[config.mk]
export PLATFORM = sky130hd
export DESIGN_NAME = exc_entry_ctrl
export DESIGN_NICKNAME = d
export VERILOG_FILES = /design/src/rtl/exc_entry_pkg.sv /design/src/rtl/exc_class_decode.sv /design/src/rtl/exc_vector_sel.sv /design/src/rtl/exc_epc_calc.sv /design/src/rtl/exc_entry_ctrl.sv
export SDC_FILE = /design/constraint.sdc
export NUM_CORES = 1
export LEC_CHECK = 0
export ABC_AREA = 1
export BUFFER_PORTS_ARGS = -buffer_cell sky130_fd_sc_hd__buf_2
export CAP_MARGIN = 20
export CORE_MARGIN = 2
export CORE_UTILIZATION = 59
export DETAILED_ROUTE_END_ITERATION = 12
export GPL_TIMING_DRIVEN = 0
export PLACE_DENSITY_LB_ADDON = 0.15
export SETUP_SLACK_MARGIN = 0.02
export SYNTH_ARGS = -nofsm -noshare
export SYNTH_HDL_FRONTEND = slang
export SYNTH_SLANG_ARGS = --single-unit
[constraint.sdc]
create_clock -name clk -period 4.2 [get_ports clk]
set_input_delay 0.84 -clock clk [delete_from_list [all_inputs] [get_ports clk]]
set_output_delay 0.84 -clock clk [all_outputs]
set_load 0.05 [all_outputs]
[src/rtl/exc_entry_pkg.sv]
`timescale 1ns/1ps
package exc_entry_pkg;

    localparam int CLS_W  = 4;
    localparam int CODE_W = 5;

    typedef enum logic [CLS_W-1:0] {
        EXC_INTR          = 4'd0,
        EXC_TLB_MOD       = 4'd1,
        EXC_TLB_REFILL_LD = 4'd2,
        EXC_TLB_INVAL_LD  = 4'd3,
        EXC_TLB_REFILL_ST = 4'd4,
        EXC_TLB_INVAL_ST  = 4'd5,
        EXC_ADDR_LD       = 4'd6,
        EXC_ADDR_ST       = 4'd7,
        EXC_SYSCALL       = 4'd8,
        EXC_BREAK         = 4'd9,
        EXC_RESV_INSN     = 4'd10,
        EXC_COP_UNUSABLE  = 4'd11,
        EXC_OVERFLOW      = 4'd12,
        EXC_TRAP          = 4'd13
    } exc_class_e;

    // fixed vectors and offsets from the exception base
    localparam logic [31:0] RESET_VEC     = 32'hBFC0_0000;
    localparam logic [31:0] BOOT_GEN_VEC  = 32'hBFC0_0200;
    localparam logic [31:0] OFS_REFILL    = 32'h0000_0000;
    localparam logic [31:0] OFS_GENERAL   = 32'h0000_0180;
    localparam logic [31:0] OFS_INTVEC    = 32'h0000_0200;

    // decoded properties of one exception class
    typedef struct packed {
        logic              legal;
        logic [CODE_W-1:0] code;
        logic              tlb;
        logic              refill;
        logic              save_bva;
        logic              intr;
        logic              cop;
    } exc_attr_t;

endpackage

[src/rtl/exc_class_decode.sv]
`timescale 1ns/1ps
module exc_class_decode
    import exc_entry_pkg::*;
(
    input  logic [CLS_W-1:0] cls,
    output exc_attr_t        attr
);

    always_comb begin
        attr          = '0;
        attr.legal    = 1'b1;
        case (cls)
            EXC_INTR: begin
                attr.intr = 1'b1;
            end
            EXC_TLB_MOD: begin
                attr.code     = CODE_W'(1);
                attr.tlb      = 1'b1;
                attr.save_bva = 1'b1;
            end
            EXC_TLB_REFILL_LD: begin
                attr.code     = CODE_W'(2);
                attr.tlb      = 1'b1;
                attr.refill   = 1'b1;
                attr.save_bva = 1'b1;
            end
            EXC_TLB_INVAL_LD: begin
                attr.code     = CODE_W'(2);
                attr.tlb      = 1'b1;
                attr.save_bva = 1'b1;
            end
            EXC_TLB_REFILL_ST: begin
                attr.code     = CODE_W'(3);
                attr.tlb      = 1'b1;
                attr.refill   = 1'b1;
                attr.save_bva = 1'b1;
            end
            EXC_TLB_INVAL_ST: begin
                attr.code     = CODE_W'(3);
                attr.tlb      = 1'b1;
                attr.save_bva = 1'b1;
            end
            EXC_ADDR_LD: begin
                attr.code     = CODE_W'(4);
                attr.save_bva = 1'b1;
            end
            EXC_ADDR_ST: begin
                attr.code     = CODE_W'(5);
                attr.save_bva = 1'b1;
            end
            EXC_SYSCALL:      attr.code = CODE_W'(8);
            EXC_BREAK:        attr.code = CODE_W'(9);
            EXC_RESV_INSN:    attr.code = CODE_W'(10);
            EXC_COP_UNUSABLE: begin
                attr.code = CODE_W'(11);
                attr.cop  = 1'b1;
            end
            EXC_OVERFLOW:     attr.code = CODE_W'(12);
            EXC_TRAP:         attr.code = CODE_W'(13);
            default:          attr.legal = 1'b0;
        endcase
    end

    // a refill is always a translation-class exception
    always_comb begin
        if (attr.refill) begin
            AST_REFILL_IS_TLB: assert (attr.tlb && attr.save_bva);
        end
    end

endmodule

[src/rtl/exc_vector_sel.sv]
`timescale 1ns/1ps
module exc_vector_sel
    import exc_entry_pkg::*;
#(
    parameter int XLEN = 32
) (
    input  logic [XLEN-1:0] ebase,
    input  logic            bev,
    input  logic            iv,
    input  logic            exl_pre,
    input  logic            refill,
    input  logic            intr,
    output logic [XLEN-1:0] handler
);

    // boot vectors win; refill offset needs the level from before entry
    always_comb begin
        if (bev) begin
            handler = XLEN'(BOOT_GEN_VEC);
        end else if (refill && !exl_pre) begin
            handler = ebase + XLEN'(OFS_REFILL);
        end else if (intr && iv) begin
            handler = ebase + XLEN'(OFS_INTVEC);
        end else begin
            handler = ebase + XLEN'(OFS_GENERAL);
        end
    end

endmodule

[src/rtl/exc_epc_calc.sv]
`timescale 1ns/1ps
module exc_epc_calc #(
    parameter int XLEN       = 32,
    parameter int INSN_BYTES = 4
) (
    input  logic [XLEN-1:0] fault_pc,
    input  logic [XLEN-1:0] next_pc,
    output logic            in_slot,
    output logic [XLEN-1:0] restart_pc
);

    localparam logic [XLEN-1:0] STEP = XLEN'(INSN_BYTES);

    // a non-sequential successor means the fault sat behind a branch
    always_comb begin
        in_slot    = (fault_pc + STEP) != next_pc;
        restart_pc = in_slot ? (fault_pc - STEP) : fault_pc;
    end

endmodule

[src/rtl/exc_entry_ctrl.sv]
`timescale 1ns/1ps
module exc_entry_ctrl
    import exc_entry_pkg::*;
#(
    parameter int XLEN       = 32,
    parameter int ASID_W     = 8,
    parameter int SET_W      = 4,
    parameter int COP_W      = 2,
    parameter int PAGE_LSB   = 13,
    parameter int INSN_BYTES = 4,
    parameter int REDIR_N    = 3
) (
    input  logic                     clk,
    input  logic                     rst_n,
    input  logic                     req_valid,
    input  logic [CLS_W-1:0]         req_class,
    input  logic [XLEN-1:0]          req_pc,
    input  logic [XLEN-1:0]          req_next_pc,
    input  logic [XLEN-1:0]          req_bad_addr,
    input  logic [COP_W-1:0]         req_cop_id,
    input  logic [XLEN-1:0]          cfg_ebase,
    input  logic                     cfg_bev,
    input  logic                     cfg_iv,
    input  logic [ASID_W-1:0]        cfg_asid,
    input  logic [SET_W-1:0]         cfg_exc_set,
    output logic                     redir_valid,
    output logic [XLEN-1:0]          redir_pc,
    output logic [XLEN-1:0]          redir_npc,
    output logic [XLEN-1:0]          redir_nnpc,
    output logic                     status_exl,
    output logic                     status_cop1_usable,
    output logic                     cause_bd,
    output logic [CODE_W-1:0]        cause_code,
    output logic [COP_W-1:0]         cause_ce,
    output logic [XLEN-1:0]          epc,
    output logic [XLEN-1:0]          bad_vaddr,
    output logic [XLEN-PAGE_LSB-1:0] entryhi_vpn2,
    output logic [ASID_W-1:0]        entryhi_asid,
    output logic [XLEN-PAGE_LSB-1:0] context_badvpn2,
    output logic [SET_W-1:0]         srs_cur,
    output logic [SET_W-1:0]         srs_prev
);

    localparam int              VPN_W = XLEN - PAGE_LSB;
    localparam logic [XLEN-1:0] STEP  = XLEN'(INSN_BYTES);

    typedef struct packed {
        logic                          boot;
        logic                          redir_valid;
        logic [REDIR_N-1:0][XLEN-1:0]  redir;
        logic                          exl;
        logic                          cu1;
        logic                          bd;
        logic [CODE_W-1:0]             code;
        logic [COP_W-1:0]              ce;
        logic [XLEN-1:0]               epc;
        logic [XLEN-1:0]               bva;
        logic [VPN_W-1:0]              vpn2;
        logic [ASID_W-1:0]             asid;
        logic [VPN_W-1:0]              ctx_vpn2;
        logic [SET_W-1:0]              css;
        logic [SET_W-1:0]              pss;
    } state_t;

    state_t    st_d, st_q;
    exc_attr_t attr;
    logic      accept;
    logic      in_slot;
    logic [XLEN-1:0] restart_pc;
    logic [XLEN-1:0] handler;
    logic [REDIR_N-1:0][XLEN-1:0] seq_pcs;

    exc_class_decode u_decode (
        .cls  (req_class),
        .attr (attr)
    );

    exc_epc_calc #(
        .XLEN       (XLEN),
        .INSN_BYTES (INSN_BYTES)
    ) u_epc (
        .fault_pc   (req_pc),
        .next_pc    (req_next_pc),
        .in_slot    (in_slot),
        .restart_pc (restart_pc)
    );

    exc_vector_sel #(
        .XLEN (XLEN)
    ) u_vector (
        .ebase   (cfg_ebase),
        .bev     (cfg_bev),
        .iv      (cfg_iv),
        .exl_pre (st_q.exl),
        .refill  (attr.refill),
        .intr    (attr.intr),
        .handler (handler)
    );

    // sequential fetch addresses following the handler
    always_comb begin
        for (int i = 0; i < REDIR_N; i++) begin
            seq_pcs[i] = handler + XLEN'(i) * STEP;
        end
    end

    assign accept = req_valid && attr.legal && !st_q.boot && !st_q.redir_valid;

    always_comb begin
        st_d             = st_q;
        st_d.boot        = 1'b0;
        st_d.redir_valid = 1'b0;
        if (st_q.boot) begin
            st_d.redir_valid = 1'b1;
        end else if (accept) begin
            st_d.redir_valid = 1'b1;
            st_d.redir       = seq_pcs;
            st_d.exl         = 1'b1;
            if (!st_q.exl && !cfg_bev) begin
                st_d.pss = st_q.css;
                st_d.css = cfg_exc_set;
            end
            st_d.bd   = in_slot;
            st_d.epc  = restart_pc;
            st_d.code = attr.code;
            st_d.ce   = attr.cop ? req_cop_id : '0;
            if (attr.save_bva) begin
                st_d.bva = req_bad_addr;
            end
            if (attr.tlb) begin
                st_d.vpn2     = req_bad_addr[XLEN-1:PAGE_LSB];
                st_d.ctx_vpn2 = req_bad_addr[XLEN-1:PAGE_LSB];
                st_d.asid     = cfg_asid;
            end
        end
    end

    always_ff @(posedge clk or negedge rst_n) begin
        if (!rst_n) begin
            st_q      <= '0;
            st_q.boot <= 1'b1;
            st_q.cu1  <= 1'b1;
            for (int i = 0; i < REDIR_N; i++) begin
                st_q.redir[i] <= XLEN'(RESET_VEC) + XLEN'(i) * STEP;
            end
        end else begin
            st_q <= st_d;
        end
    end

    assign redir_valid        = st_q.redir_valid;
    assign redir_pc           = st_q.redir[0];
    assign redir_npc          = st_q.redir[1];
    assign redir_nnpc         = st_q.redir[2];
    assign status_exl         = st_q.exl;
    assign status_cop1_usable = st_q.cu1;
    assign cause_bd           = st_q.bd;
    assign cause_code         = st_q.code;
    assign cause_ce           = st_q.ce;
    assign epc                = st_q.epc;
    assign bad_vaddr          = st_q.bva;
    assign entryhi_vpn2       = st_q.vpn2;
    assign entryhi_asid       = st_q.asid;
    assign context_badvpn2    = st_q.ctx_vpn2;
    assign srs_cur            = st_q.css;
    assign srs_prev           = st_q.pss;

    AST_EXL_ON_ENTRY: assert property (@(posedge clk) disable iff (!rst_n)
        accept |=> status_exl);

    AST_PULSE_ONE_CYCLE: assert property (@(posedge clk) disable iff (!rst_n)
        redir_valid |=> !redir_valid);

    AST_BUSY_HOLDS_EPC: assert property (@(posedge clk) disable iff (!rst_n)
        redir_valid |=> $stable(epc) && $stable(cause_code));

    AST_SEQ_REDIRECT: assert property (@(posedge clk) disable iff (!rst_n)
        redir_valid |-> (redir_npc == redir_pc + STEP) &&
                        (redir_nnpc == redir_pc + 2 * STEP));

    AST_DELAY_SLOT: assert property (@(posedge clk) disable iff (!rst_n)
        (accept && (req_pc + STEP != req_next_pc)) |=>
            cause_bd && (epc == $past(req_pc) - STEP));

    AST_SRS_FROZEN: assert property (@(posedge clk) disable iff (!rst_n)
        (accept && (status_exl || cfg_bev)) |=>
            $stable(srs_cur) && $stable(srs_prev));

    AST_BEV_VECTOR: assert property (@(posedge clk) disable iff (!rst_n)
        (accept && cfg_bev) |=> redir_pc == XLEN'(BOOT_GEN_VEC));

    AST_CE_CLEARED: assert property (@(posedge clk) disable iff (!rst_n)
        (accept && req_class != EXC_COP_UNUSABLE) |=> cause_ce == '0);

endmodule

---- Yosys cells after proc, flatten, opt, wreduce, memory -nomap -nowiden ----
Index checks and enable logic that the tools add are counted.
word-level totals
  register bits after elaboration ......... 206
  bits in latches ......................... 0
  RAM bits ................................ 0
  memory bits (read-only) ................. 0
  input bits .............................. 151
  output and inout port bits .............. 225
  word-level logic and storage cells ...... 71
  memories kept ........................... 0
operators by class
  $add $sub $neg .......................... 6
  multiply operators ...................... 0
  div/mod/pow operators ................... 0
  $lt $le $gt $ge ......................... 0
  eq/ne operators ......................... 14
  shift operators ......................... 0
  muxes and demuxes ....................... 14
  bitwise logic cells ..................... 1
  reduce and logical (&&, ||, !) cells .... 21
operators by type and width
  operator                                              count
  2-to-1 mux 32 bit                                     4
  2-to-1 mux 98 bit                                     1
  adder 32 x 3 -> 32 bit (second input constant)        2
  case mux 4 bit (11 select lines)                      1
  adder 32 x 10 -> 32 bit (second input constant)       1
  adder 32 x 4 -> 32 bit (second input constant)        1
  adder 32 x 9 -> 32 bit (second input constant)        1
  inequality test 32 bit                                1
  subtractor 32 x 3 -> 32 bit (second input constant)   1
  equality test 4 bit (second input constant)           6
  equality test 4 x 3 -> 1 bit (second input constant)  4
  OR reduction 14 bit                                   1
  AND reduction 3 bit                                   3
  equality test 4 x 2 -> 1 bit (second input constant)  2
  2-to-1 mux 1 bit                                      7
  OR reduction 7 bit                                    1
  logical AND 1 bit                                     6
  OR reduction 2 bit                                    3
  OR reduction 5 bit                                    1
  equality test 4 x 1 -> 1 bit (second input constant)  1
  logical NOT 1 bit                                     4
  logical NOT 4 bit                                     1
  2-to-1 mux 2 bit                                      1
  AND reduction 2 bit                                   1
  inverter 1 bit                                        1

---- Depth between registers and ports, before layout ----
  word-level depth ........................ 9
  depth in mapped cells ................... 20
  depth with buffers taken out ............ 19

---- Modules after synthesis ----
A second synthesis with hierarchy kept.
second synthesis, totals
  cell total of the unflattened synthesis .. 2,134
  area total of the unflattened synthesis .. 14,777.9 µm²
by module, submodules not included
  module            instances  cells each  area an instance (µm²)  sequential area each (µm²)
  exc_entry_ctrl    1          1,292       10,592.7                5,067.4
  exc_epc_calc      1          588         3,011.6                 0.0
  exc_vector_sel    1          224         1,018.5                 0.0
  exc_class_decode  1          30          155.1                   0.0

---- Worst setup path after synthesis ----
Ideal clock, no wire load.
  path kind ............................... input -> register
  start ................................... in cfg_bev
  end ..................................... reg st_q (netlist bit redir_nnpc[17])
  library setup time ...................... 129 ps
  data arrival time ....................... 2,504 ps
  data required time ...................... 4,071 ps
  slack ................................... 1,567 ps
  stages on the path ...................... 13
  path buffers ............................ 1
  cells stage by stage .................... buf_2 > nor2_1 > ha_1 > inv_1 > nor2_1 > nand2_1 > inv_1 > nand2_1 > nor2_1 > nand2_1 > nor2_1 > xor2_1 > o21ai_1
on the way
  cells in the longest elaborated chain, start to end .. 2
ends and longest elaborated chain
  item                    RTL line               RTL
  from (decl)             exc_entry_ctrl.sv:22   input logic cfg_bev,
  2-to-1 mux 32 bit       exc_vector_sel.sv:18   if (bev) begin
  net handler[4]          exc_entry_ctrl.sv:70   logic [XLEN-1:0] handler;
  adder 32 x 4 -> 32 bit  exc_entry_ctrl.sv:103  seq_pcs[i] = handler + XLEN'(i) * STEP;
  to (signal assigned)    exc_entry_ctrl.sv:147  st_q <= st_d;
  to (decl)               exc_entry_ctrl.sv:65   state_t st_d, st_q;
The timed path passes the listed nets, and every way through them passes these cells.
A chain may end at the register's enable or synchronous reset.

---- Worst setup path after layout ----
  start ................................... in req_valid
  end ..................................... reg st_q (netlist bit srs_cur[3])
on the way
  cells in the longest elaborated chain, start to end .. 4
ends and longest elaborated chain
  item                                  RTL line               RTL
  from (decl)                           exc_entry_ctrl.sv:15   input logic req_valid,
  logical AND 1 bit (3 in series)       exc_entry_ctrl.sv:107  assign accept = req_valid && attr.legal && !st_q.boot && !st_q.redir_valid;
  AND reduction 3 bit (no source line)  -
Every way passes these cells.

==> qor.txt <==
post-DP HPWL = 36.3 mm
post-CTS resize count = 0
H-tree levels = 4
Setup WS pre-CTS = 0.576 ns
crit path max fanout = 10
Syn-to-layout area delta = 19.3%
crit path from = req_valid
setup TNS = 0 ns
core area = 24200 um^2
Multi-input gate area = 6620 um^2
pin count of the biggest net entering global routing = 126
worst reg2reg endpoint = srs_cur[3]
Clk Latency, worst-skew pair = 0.45 ns
Post-synth top cells = 593 x nand2_1, 236 x buf_4, 170 x dfrtp_1
Critical Path Stages = 6
gr usage total = 35.1%
area leader, netlist = dfrtp_1
ratio of cells with drive above 1 in the final layout = 34.6%
routed len/inst = 16.8 um
CP Cell Sequence = buf_2 -> nor3b_1 -> nand2_1 -> nor2_1 -> nand2_1 -> mux2_2
depth of the most critical reg-to-reg path = 5
Die Wd = 161 um
final antenna-violating net count = 0
Post-synth EDFFs = 0
Clock Path Buffers = 2
CTS Root Cell = clkbuf_16
crit path launch type = input port
RR Startpoint = redir_valid
RSZ-0062 raised after global routing = no
crit path DAT = 3.78 ns
antenna violations before repair = 9
VDD IR max = 0.330 mV
fmax = 290 MHz
worst setup path end = srs_cur[3]
Slew Limit Fails = 0
IO buf count = 348
first-pass GRT wire length = 71.4 mm
cts bufs inserted = 17
Die H = 161 um
Final min period = 3.44 ns
cells after synthesis = 1996
final worst slack = 0.757 ns
worst hold slack = 0.327 ns
count of warnings emitted by yosys = 0
Setup CP Type = input port to register
Critical-path top delay cell = nor2_1
number of global-route vias before repair = 13400
GPL Wtd Cong = 0.951
Nets = 2522
crit-path leading delay family = simple AND/OR/NAND/NOR gates
global route overflow = 0
max cap viols = 0
# IOs = 376
top post-synthesis cells by area = dfrtp_1 29%, nand2_1 15%, buf_4 12%, dfstp_2 5.4%, inv_1 4.3%
Placed Area = 16700 um^2
clock skew = 0.0128 ns
total count of hold-check failures in the final report = 0
DRT iter0 DRCs = 1220
min-delay worst type = input port to asynchronous set/reset pin
Via density = 5.25
crit-path max cell delay = 0.89 ns
clock slew at reported path FFs = 0.09 ns
hold buffer count at CTS = 0
part of the cycle the worst path needs = 82.0%
DRT Wirelength = 45.6 mm
Mapped Area = 14500 um^2
CP Buf/Inv Count = 1
most used cell, CP = nand2_1
FF-to-FF setup slack = 0.83 ns
PD cells = 450 nW/um^2
Worst Setup End Kind = register
Residual DRC = 0
Syn Area/Cell = 7.28 um^2
FFs w/ async S/R, synth = 100%
TritonCTS clock tree = done
Initial Util = 59.9%
clk sinks = 200
design area = 17300 um^2
drt pass-1 iters = 7
num rows = 57
overall power = 7.79 mW
top-count cell post-synth = nand2_1
Synth Register Bits = 200
Slew @ Worst Pin = 1.03 ns
worst rel slew slack = 31.4%
Setup-failing EPs final = 0
post-synth top area share = 29.3%
Post-CTS Setup Bufs = 0
Static Leak = 9.56 nW
CP required = 4.54 ns
status = completed
routed via count = 14200
Seq/Total Area, Yosys = 34.7%
Primary FF master, synth = dfrtp_1
flip-flop and latch area = 5040 um^2
unique cell type count in the Yosys netlist = 54
fill cell count = 2081
die area = 25900 um^2
==> worst register-to-register path, delay by kind of cell (launching register included) <==
| kind | cells | cell delay [ns] |
|---|---|---|
| simple gates | 4 | 2.46 |
| mux | 1 | 0.41 |
| flops | 1 | 0.40 |
==> state kept, by name, summed over array words and instances (netlist names) <==
name             flops
context_badvpn2     19
bad_vaddr           32
redir_npc           30
status_exl           1
redir_nnpc          29
st_q                 1
srs_prev             4
cause_code           4
redir_pc            32
epc                 32
cause_ce             2
cause_bd             1
srs_cur              4
redir_valid          1
entryhi_asid         8
==> power by group <==
part	switching, mW	internal (mW)	leakage [nW]
Clock	0.861	0.817	0.289
Sequential	0.241	2.33	2.47
Combinational	2.40	1.14	6.80
Total	3.50	4.29	9.56
==> metrics by stage <==
stage               utilization [%]  instances
CTS                            71.4       2702
detailed placement             68.9       2670
global placement               68.8       2669
global route                   71.4       2708
finish                         71.4       2710
floorplan                         -       1997
==> cells by family after synthesis <==
group / synth area share, %
and+or+nand+nor: 32.8
buffers and inverters: 19.7
DFF: 34.7
AOI/OAI and AO/OA: 5.18
xor gates and xnor gates: 4.82
muxes: 2.23
adders and majority gates: 0.517
other: 0.0517
==> worst min path at each step <==
stage | from | end | slack [ns] | cells past startpoint
after CTS | rst_n | cause_ce[1] | 0.36 | 1
after floorplan | redir_nnpc[3] | redir_nnpc[3] | 0.45 | 2
after detailed placement | redir_pc[27] | redir_pc[27] | 0.46 | 2
after global placement | redir_nnpc[3] | redir_nnpc[3] | 0.46 | 2
final | rst_n | cause_ce[1] | 0.33 | 1
after global routing | rst_n | cause_ce[1] | 0.37 | 1
==> cells in the final DEF (no fill, tap or decap), types with 27 or more instances in the layout <==
cell and n:
mux2_2 27, o21ai_0 88, nor2_1 165, nand2_1 593, inv_1 165, buf_4 236, xor2_1 53, dfrtp_1 170
nand4_1 66, buf_2 364, dfstp_2 30, xnor2_1 27, nand3_1 104
==> metal layers <==
| metal | global-route usage (%) | routed length [um] |
|---|---|---|
| met1 | 47.0 | 19000 |
| met2 | 56.4 | 21000 |
| met5 | 0 | 7 |
| met3 | 7.83 | 4200 |
| met4 | 12.5 | 1410 |
==> area by class of cell <==
cell class	count	area share, %
diodes	8	0.116
plain buffers	299	12.4
clock buffers	19	2.56
clock inverters	13	0.859
inverters	189	4.10
multi-input cells	1309	38.2
flip-flops and latches	200	29.1
well taps	324	2.34
repair buffers	349	10.3
No activity file was read; power rests on OpenSTA's default activity.
